`config.mk`:
```
export PLATFORM = sky130hd
export DESIGN_NAME = mtp_gen
export DESIGN_NICKNAME = d
export VERILOG_FILES = /design/src/rtl/mtp_pkg.sv /design/src/rtl/mtp_seed_bank.sv /design/src/rtl/mtp_prbs.sv /design/src/rtl/mtp_simple_eng.sv /design/src/rtl/mtp_gen.sv
export SDC_FILE = /design/constraint.sdc
export NUM_CORES = 1
export LEC_CHECK = 0
export ABC_CLOCK_PERIOD_IN_PS = 2950
export BUFFER_PORTS_ARGS = -buffer_cell sky130_fd_sc_hd__buf_2
export CORE_MARGIN = 5
export CORE_UTILIZATION = 54
export CTS_CLUSTER_DIAMETER = 200
export DETAILED_ROUTE_END_ITERATION = 6
export GPL_TIMING_DRIVEN = 1
export MAX_ROUTING_LAYER = met4
export PLACE_DENSITY = 0.85
export SYNTH_ARGS = -nofsm -noshare
export SYNTH_HDL_FRONTEND = slang
export SYNTH_SLANG_ARGS = --single-unit
export TNS_END_PERCENT = 50
```
`constraint.sdc`:
```
create_clock -name clk -period 2.95 [get_ports clk]
set_input_delay 0.4425 -clock clk [delete_from_list [all_inputs] [get_ports clk]]
set_output_delay 0.4425 -clock clk [all_outputs]
set_load 0.02 [all_outputs]
```
`src/rtl/mtp_pkg.sv`:
```
package mtp_pkg;

    typedef enum logic [3:0] {
        PAT_LINEAR = 4'd0,
        PAT_PRBS   = 4'd1,
        PAT_WALK1  = 4'd2,
        PAT_WALK0  = 4'd3,
        PAT_HAM1   = 4'd4,
        PAT_HAM0   = 4'd5
    } pat_mode_e;

    localparam int unsigned LAST_LEGAL_CODE = 5;

    typedef struct packed {
        logic       load;   // return to start state
        logic       step;   // advance one beat
    } eng_ctl_t;

    function automatic logic pat_reserved(input logic [3:0] code);
        return int'(code) > LAST_LEGAL_CODE;
    endfunction

    function automatic eng_ctl_t make_ctl(input logic restart, input logic advance);
        eng_ctl_t c;
        c.load = restart;
        c.step = advance & ~restart;
        return c;
    endfunction

endpackage

```
`src/rtl/mtp_seed_bank.sv`:
```
module mtp_seed_bank #(
    parameter int SEED_W    = 23,
    parameter int NUM_SEEDS = 4
) (
    input  logic              clk,
    input  logic              rst,
    input  logic              wr_en,
    input  logic [7:0]        wr_idx,
    input  logic [SEED_W-1:0] wr_val,
    input  logic [7:0]        sel,
    output logic [SEED_W-1:0] seed
);
    localparam int SLOT_W = (NUM_SEEDS > 1) ? $clog2(NUM_SEEDS) : 1;

    logic [SEED_W-1:0] slots [NUM_SEEDS];
    logic              wr_ok;
    logic [SLOT_W-1:0] wr_slot;
    logic [SLOT_W-1:0] rd_slot;

    assign wr_ok   = wr_en && (int'(wr_idx) < NUM_SEEDS);
    assign wr_slot = wr_idx[SLOT_W-1:0];
    assign rd_slot = (int'(sel) < NUM_SEEDS) ? sel[SLOT_W-1:0] : '0;

    genvar g;
    generate
        for (g = 0; g < NUM_SEEDS; g++) begin : g_slot
            always_ff @(posedge clk) begin
                if (rst) begin
                    slots[g] <= SEED_W'(1);
                end else if (wr_ok && (int'(wr_slot) == g)) begin
                    slots[g] <= wr_val;
                end
            end
        end
    endgenerate

    // same-cycle write to the slot being read is forwarded
    always_comb begin
        if (wr_ok && (wr_slot == rd_slot)) begin
            seed = wr_val;
        end else begin
            seed = slots[rd_slot];
        end
    end

endmodule

```
`src/rtl/mtp_prbs.sv`:
```
module mtp_prbs
    import mtp_pkg::*;
#(
    parameter int ORDER  = 23,
    parameter int DATA_W = 32
) (
    input  logic             clk,
    input  logic             rst,
    input  eng_ctl_t         ctl,
    input  logic [ORDER-1:0] seed,
    output logic [DATA_W-1:0] word
);
    logic [ORDER-1:0] state;
    logic [ORDER-1:0] seed_fix;
    logic             fb;

    generate
        if (ORDER == 8) begin : g_o8
            assign fb = state[7] ^ state[5] ^ state[4] ^ state[3];
        end else if (ORDER == 10) begin : g_o10
            assign fb = state[9] ^ state[6];
        end else begin : g_o23
            assign fb = state[22] ^ state[17];
        end
    endgenerate

    assign seed_fix = (seed == '0) ? ORDER'(1) : seed;

    always_ff @(posedge clk) begin
        if (rst) begin
            state <= ORDER'(1);
        end else if (ctl.load) begin
            state <= seed_fix;
        end else if (ctl.step) begin
            state <= {state[ORDER-2:0], fb};
        end
    end

    genvar i;
    generate
        for (i = 0; i < DATA_W; i++) begin : g_rep
            assign word[i] = state[i % ORDER];
        end
    endgenerate

endmodule

```
`src/rtl/mtp_simple_eng.sv`:
```
module mtp_simple_eng
    import mtp_pkg::*;
#(
    parameter int DATA_W = 32
) (
    input  logic              clk,
    input  logic              rst,
    input  eng_ctl_t          ctl,
    output logic [DATA_W-1:0] count,
    output logic [DATA_W-1:0] walk_word,
    output logic              phase
);
    localparam int POS_W = (DATA_W > 1) ? $clog2(DATA_W) : 1;
    localparam logic [POS_W-1:0] POS_LAST = POS_W'(DATA_W - 1);

    logic [POS_W-1:0] pos;

    always_ff @(posedge clk) begin
        if (rst || ctl.load) begin
            count <= '0;
            pos   <= '0;
            phase <= 1'b0;
        end else if (ctl.step) begin
            count <= count + DATA_W'(1);
            pos   <= (pos == POS_LAST) ? '0 : pos + POS_W'(1);
            phase <= ~phase;
        end
    end

    assign walk_word = {{(DATA_W-1){1'b0}}, 1'b1} << pos;

endmodule

```
`src/rtl/mtp_gen.sv`:
```
module mtp_gen
    import mtp_pkg::*;
#(
    parameter int DATA_W     = 32,
    parameter int PRBS_ORDER = 23,
    parameter int NUM_SEEDS  = 4
) (
    input  logic                  clk,
    input  logic                  rst,
    input  logic [3:0]            mode,
    input  logic                  seed_wr_en,
    input  logic [7:0]            seed_wr_idx,
    input  logic [PRBS_ORDER-1:0] seed_wr_val,
    input  logic [7:0]            seed_sel,
    input  logic                  advance,
    input  logic                  restart,
    output logic [DATA_W-1:0]     data_out,
    output logic                  mode_err
);
    eng_ctl_t              ctl;
    logic [PRBS_ORDER-1:0] seed;
    logic [DATA_W-1:0]     prbs_word;
    logic [DATA_W-1:0]     count;
    logic [DATA_W-1:0]     walk_word;
    logic                  phase;

    assign ctl = make_ctl(restart, advance);

    mtp_seed_bank #(.SEED_W(PRBS_ORDER), .NUM_SEEDS(NUM_SEEDS)) u_seeds (
        .clk    (clk),
        .rst    (rst),
        .wr_en  (seed_wr_en),
        .wr_idx (seed_wr_idx),
        .wr_val (seed_wr_val),
        .sel    (seed_sel),
        .seed   (seed)
    );

    mtp_prbs #(.ORDER(PRBS_ORDER), .DATA_W(DATA_W)) u_prbs (
        .clk  (clk),
        .rst  (rst),
        .ctl  (ctl),
        .seed (seed),
        .word (prbs_word)
    );

    mtp_simple_eng #(.DATA_W(DATA_W)) u_eng (
        .clk       (clk),
        .rst       (rst),
        .ctl       (ctl),
        .count     (count),
        .walk_word (walk_word),
        .phase     (phase)
    );

    always_comb begin
        mode_err = pat_reserved(mode);
        case (pat_mode_e'(mode))
            PAT_LINEAR: data_out = count;
            PAT_PRBS:   data_out = prbs_word;
            PAT_WALK1:  data_out = walk_word;
            PAT_WALK0:  data_out = ~walk_word;
            PAT_HAM1:   data_out = {DATA_W{~phase}};
            PAT_HAM0:   data_out = {DATA_W{phase}};
            default:    data_out = '0;
        endcase
    end

endmodule

```
**After elaboration in Yosys (flattened, before gate mapping)**

Memories as Yosys holds them, arrays and structs flattened.
Index checks and enable logic that the tools add are counted.

- $add $sub $neg: 2
- Order comparisons: 3
- Equal/unequal tests: 10
- Shifts and indexed selects: 1
- Mux-type cells: 25
- Bitwise operators: 9
- Reduce and logical (&&, ||, !) cells: 11

Operators with widths:

| operator | count |
|---|---|
| $pmux W32 S6 | 1 |
| $mux W23 | 8 |
| $add A32 B1 Y32 const B | 1 |
| $not A32 Y32 | 1 |
| $shl A1 B5 Y32 const A | 1 |
| $logic_not A23 Y1 | 1 |
| $lt A8 B3 Y1 const B | 2 |
| $mux W1 | 14 |
| $eq A4 B2 Y1 const B | 2 |
| $eq A4 B3 Y1 const B | 2 |
| $logic_and A1 B1 Y1 | 6 |
| $add A5 B1 Y5 const B | 1 |
| $eq A5 B5 Y1 const B | 1 |
| $mux W5 | 1 |
| $eq A2 B2 Y1 const B | 2 |
| $eq A4 B1 Y1 const B | 1 |
| $gt A4 B3 Y1 const B | 1 |
| $logic_not A4 Y1 | 1 |
| $or A1 B1 Y1 | 4 |
| $eq A2 B1 Y1 const B | 1 |
| $eq A2 B2 Y1 | 1 |
| $logic_not A2 Y1 | 1 |
| $mux W2 | 1 |
| $not A1 Y1 | 2 |
| other kinds (4) | 4 |

- Bits in registers: 61
- Bits in writable memories: 92
- Output and inout port bits: 33
- Memories kept: 1

Memory list:

| name | depth | bits a word | rd ports | clocked after memory_dff | write ports | line | RTL |
|---|---|---|---|---|---|---|---|
| u_seeds.slots | 4 | 23 | 1 | 0 | 4 | mtp_seed_bank.sv:15 | `logic [SEED_W-1:0] slots [NUM_SEEDS];` |

**Depth between registers and ports, before layout**

- Depth in word-level cells: 8
- Depth in mapped cells: 10

**By module**

From an unflattened synthesis, not the netlist that was laid out.

- Cell total of the unflattened synthesis: 938
- Area total of the unflattened synthesis: 9499.1 um2

By module, submodules not included:

| module | instances | cells each | area each (um2) |
|---|---|---|---|
| mtp_seed_bank | 1 | 380 | 4887.2 |
| mtp_simple_eng | 1 | 263 | 2079.5 |
| mtp_gen | 1 | 151 | 1345.0 |
| mtp_prbs | 1 | 144 | 1187.4 |

**Least setup slack after synthesis**

OpenSTA, ideal clock, no wires.

- Kind: input -> register
- From: input seed_wr_idx[5]
- To: memory u_seeds.slots[2][0], enable pin
- Library setup time: 0.408 ns
- Arrival: 2.687 ns
- Slack: -0.145 ns
- Stages on the path: 5
- Path buffers: 1
- Cells stage by stage: or4b_4 nor2_1 nand2_1 clkbuf_1 o21bai_1

RTL lines:

| item | line | RTL |
|---|---|---|
| start, declared | mtp_gen.sv:12 | `input logic [7:0] seed_wr_idx,` |
| end, declared | mtp_seed_bank.sv:15 |  |

**Worst setup path in the final report**

- From: register u_eng.pos[2]
- To: output data_out[3]

- Cells in the longest elaborated chain, start to end: 3

Ends and longest elaborated chain:

| item | line | RTL |
|---|---|---|
| start, declared | mtp_simple_eng.sv:16 | `logic [POS_W-1:0] pos;` |
| start signal, assigned | mtp_simple_eng.sv:25 | `pos <= (pos == POS_LAST) ? '0 : pos + POS_W'(1);` |
| $shl A1 B5 Y32 (*) | mtp_simple_eng.sv:30 | `assign walk_word = {{(DATA_W-1){1'b0}}, 1'b1} << pos;` |
| $not A32 Y32 | mtp_gen.sv:62 | `PAT_WALK0: data_out = ~walk_word;` |
| $pmux W32 S6 (*) | mtp_gen.sv:58 | `case (pat_mode_e'(mode))` |
| end, declared | mtp_gen.sv:17 | `output logic [DATA_W-1:0] data_out,` |

Every way passes the cells marked *; elsewhere a longest branch is shown, timed or not.

==> flow_summary_export.csv <==
group,metric,value,unit
clock_tree,clockBufferDepth,2,
sta,fin_skew,9.608,ps
yosys,synth_area_per_cell,9.924,um^2
clock_tree,path_clk_slew,70,ps
critical_path,crit_type,"register to output pin",
critical_path,r2r_slack,400,ps
cells_and_area,area_growth_syn_to_layout,14.67,%
yosys,ys_ff_latch,153,
detailed_routing,routed_wl,23540,um
global_routing,overflow,0,
detailed_routing,drt_iter0_drc,936,
cells_and_area,fillCellCount,1272,
global_routing,antenna_found_initial,0,
detailed_routing,firstDrtPassIters,7,
die,dieArea,0.01880,mm^2
cells_and_area,regArea,0.003984,mm^2
detailed_routing,post_drt_wl_per_cell,20.12,um
die,die_height,137.1,um
yosys,synthArstFlopShare,0,%
critical_path,cp_max_fo,14,
sta,hold_viol,0,
global_routing,grt_pass1_wl,37710,um
global_routing,grt_pass1_vias,7114,
sta,relSlewSlack,35.64,%
clock_tree,cts_max_level,4,
die,dieWidth,137.1,um
detailed_routing,drtAntennaViolNets,0,
sta,timing.final.crit_share,92.36,%
place,post-place-cells,1138,
yosys,synth_area,0.008723,mm^2
status,status,"finished, violations left",
die,start_util,54.91,%
yosys,syn_nets,935,
detailed_routing,route.detailed.drc,10,
detailed_routing,via_per_inst,6.241,
yosys,synth-edff-count,92,
sta,max_clock_freq,367.0,MHz
critical_path,cp_cell_sequence,"inv_1 > ha_1 > nor3b_1 > xor2_1 > a22oi_1 > nand2_1 > buf_2",
detailed_routing,routed-via-count,7302,
clock_tree,cts_hold_buffers,0,
power,power.density,508.0,mW/mm^2
critical_path,startpoint_type,"register",
sta,setup_violations,0,
yosys,synth.yosys.warnings,0,
cells_and_area,layout_commonest_cell,"edfxtp_1",
job,drv_cap,0,
die,ios,81,
sta,worst_slew_pin_slew,963.4,ps
clock_tree,cts_num_sinks,153,
critical_path,end_kind,"output pin",
clock_tree,post_cts_resize_count,0,
clock_tree,worstSkewPairLatency,430,ps
cells_and_area,multi_input_area,0.004397,mm^2
yosys,synthesis.instances,879,
clock_tree,cts-root-buf,"clkbuf_16",
sta,maxSlewViolCount,0,
power,p_leak,3.797,nW
cells_and_area,drive_gt1_share,19.29,%
critical_path,path_buf_inv,2,
clock_tree,cts_buffers,17,
global_routing,grt_usage,26.57,%
place,hpwl,16210,um
cells_and_area,final_net_count,997,
global_routing,grt_max_degree,47,
cells_and_area,final_cell_mix,"edfxtp_1 (92), buf_2 (80), nor2_1 (73)",
critical_path,crit_family,"flip-flops",
critical_path,max_stage_delay,620,ps
die,coreArea,0.01589,mm^2
clock_tree,post_cts_buffers,0,
place,gp_congestion,0.9623,
sta,rsz0062_at_grt,"false",
power,finalPower,5.081,mW
place,port_buffers,80,
sta,final.min_clock_period,2725,ps
yosys,synth_ff_type,"edfxtp_1",
clock_tree,cts_tree,"built",
critical_path,cp_data_required_time,2510,ps
sta,fin_tns_setup,0,ps
min_path,hp-class,"input port to register",
sta,fin_ws,225.4,ps
yosys,seq_area_frac_synth,45.67,%
place,dp_slack,290.0,ps
power,peakVddDrop,436.4,uV
sta,hold_slack,302.8,ps
yosys,yosysUniqueCellTypes,57,
critical_path,slowest_stage,"dfxtp_1",
critical_path,cp.arrival,2280,ps
die,rows,46,
status,violations,"DRC",
cells_and_area,num_antenna_cells,0,
cells_and_area,fin_cells,1170,
cells in the mapped netlist (3+ instances only):
cell	number	area share (%)
nor2b_1	20	1.4
nor3b_1	23	2.0
mux2_2	18	2.3
and2_1	58	4.2
a211oi_1	34	2.9
or2_2	4	0.29
nand2_1	42	1.8
nand3_1	25	1.4
and3_1	7	0.50
mux2i_1	32	3.7
inv_1	18	0.77
buf_6	3	0.39
nor4_1	29	2.1
o21ai_0	23	1.3
xnor2_1	27	2.7
a41oi_1	3	0.30
buf_1	13	0.56
and4_1	3	0.30
ha_1	8	1.1
a41o_1	19	2.2
or3_1	10	0.72
xor2_1	33	3.3
edfxtp_1	92	32
o211ai_1	13	1.1
a221oi_1	28	2.8
nor3_1	17	0.98
nand2b_1	10	0.72
nor2_1	73	3.1
dfxtp_1	61	14
a22oi_1	10	0.86
clkbuf_1	50	2.2
a21oi_1	24	1.4
buf_2	7	0.40
a221o_1	3	0.34
nand4_1	11	0.79
power by group:
part / total (mW) / switching (mW) / internal, mW
Sequential: 2.41 / 0.0540 / 2.35
Clock: 2.11 / 0.939 / 1.17
Combinational: 0.561 / 0.353 / 0.208
cells by family after synthesis:
family,after synthesis,synth area share (%)
multiplexers,50,5.995
XOR/XNOR,60,6.024
AO/OA/AOI/OAI,173,14.93
buffers and inverters,91,4.274
AND/OR/NAND/NOR,344,21.96
adder cells (fa/ha/maj),8,1.147
flip-flops,153,45.67
per-layer routing:
| metal | GRT usage, % | part of all wire [%] |
|---|---|---|
| met1 | 35.94 | 43 |
| met2 | 40.54 | 48 |
| met3 | 4.191 | 7.2 |
| met4 | 9.867 | 2.6 |
| met5 | - | 0 |
registers in the layout (all words and copies together), names as in the netlist:
name and count:
u_eng.phase 1, u_eng.pos 5, u_prbs.state 23, u_seeds.slots 92
u_eng.count 32
final cells by class:
cell class,instances,share of cell area [%]
tap,216,2.702
sequential,153,39.83
timing repair buffer,116,7.205
clock buffer,17,4.253
inverter,18,0.6754
clock inverter,15,1.388
multi-input combinational,635,43.95
stage by stage:
step	area, um^2	utilization (%)
floorplan	8727	-
global placement	9439	59.42
detailed placement	9439	59.42
CTS	10000	62.97
global route	10000	62.97
finish	10000	62.97
final timing paths:
kind | start | end | cells past startpoint
worst max-delay path | u_eng.pos[2] | data_out[3] | 7
worst min register to register | u_eng.count[9] | u_eng.count[9] | 2
worst min-delay path | seed_wr_val[21] | u_seeds.slots[0][21] | 2
worst max register to register | u_eng.count[3] | u_eng.count[30] | 6
No activity file was read; power rests on OpenSTA's default activity.
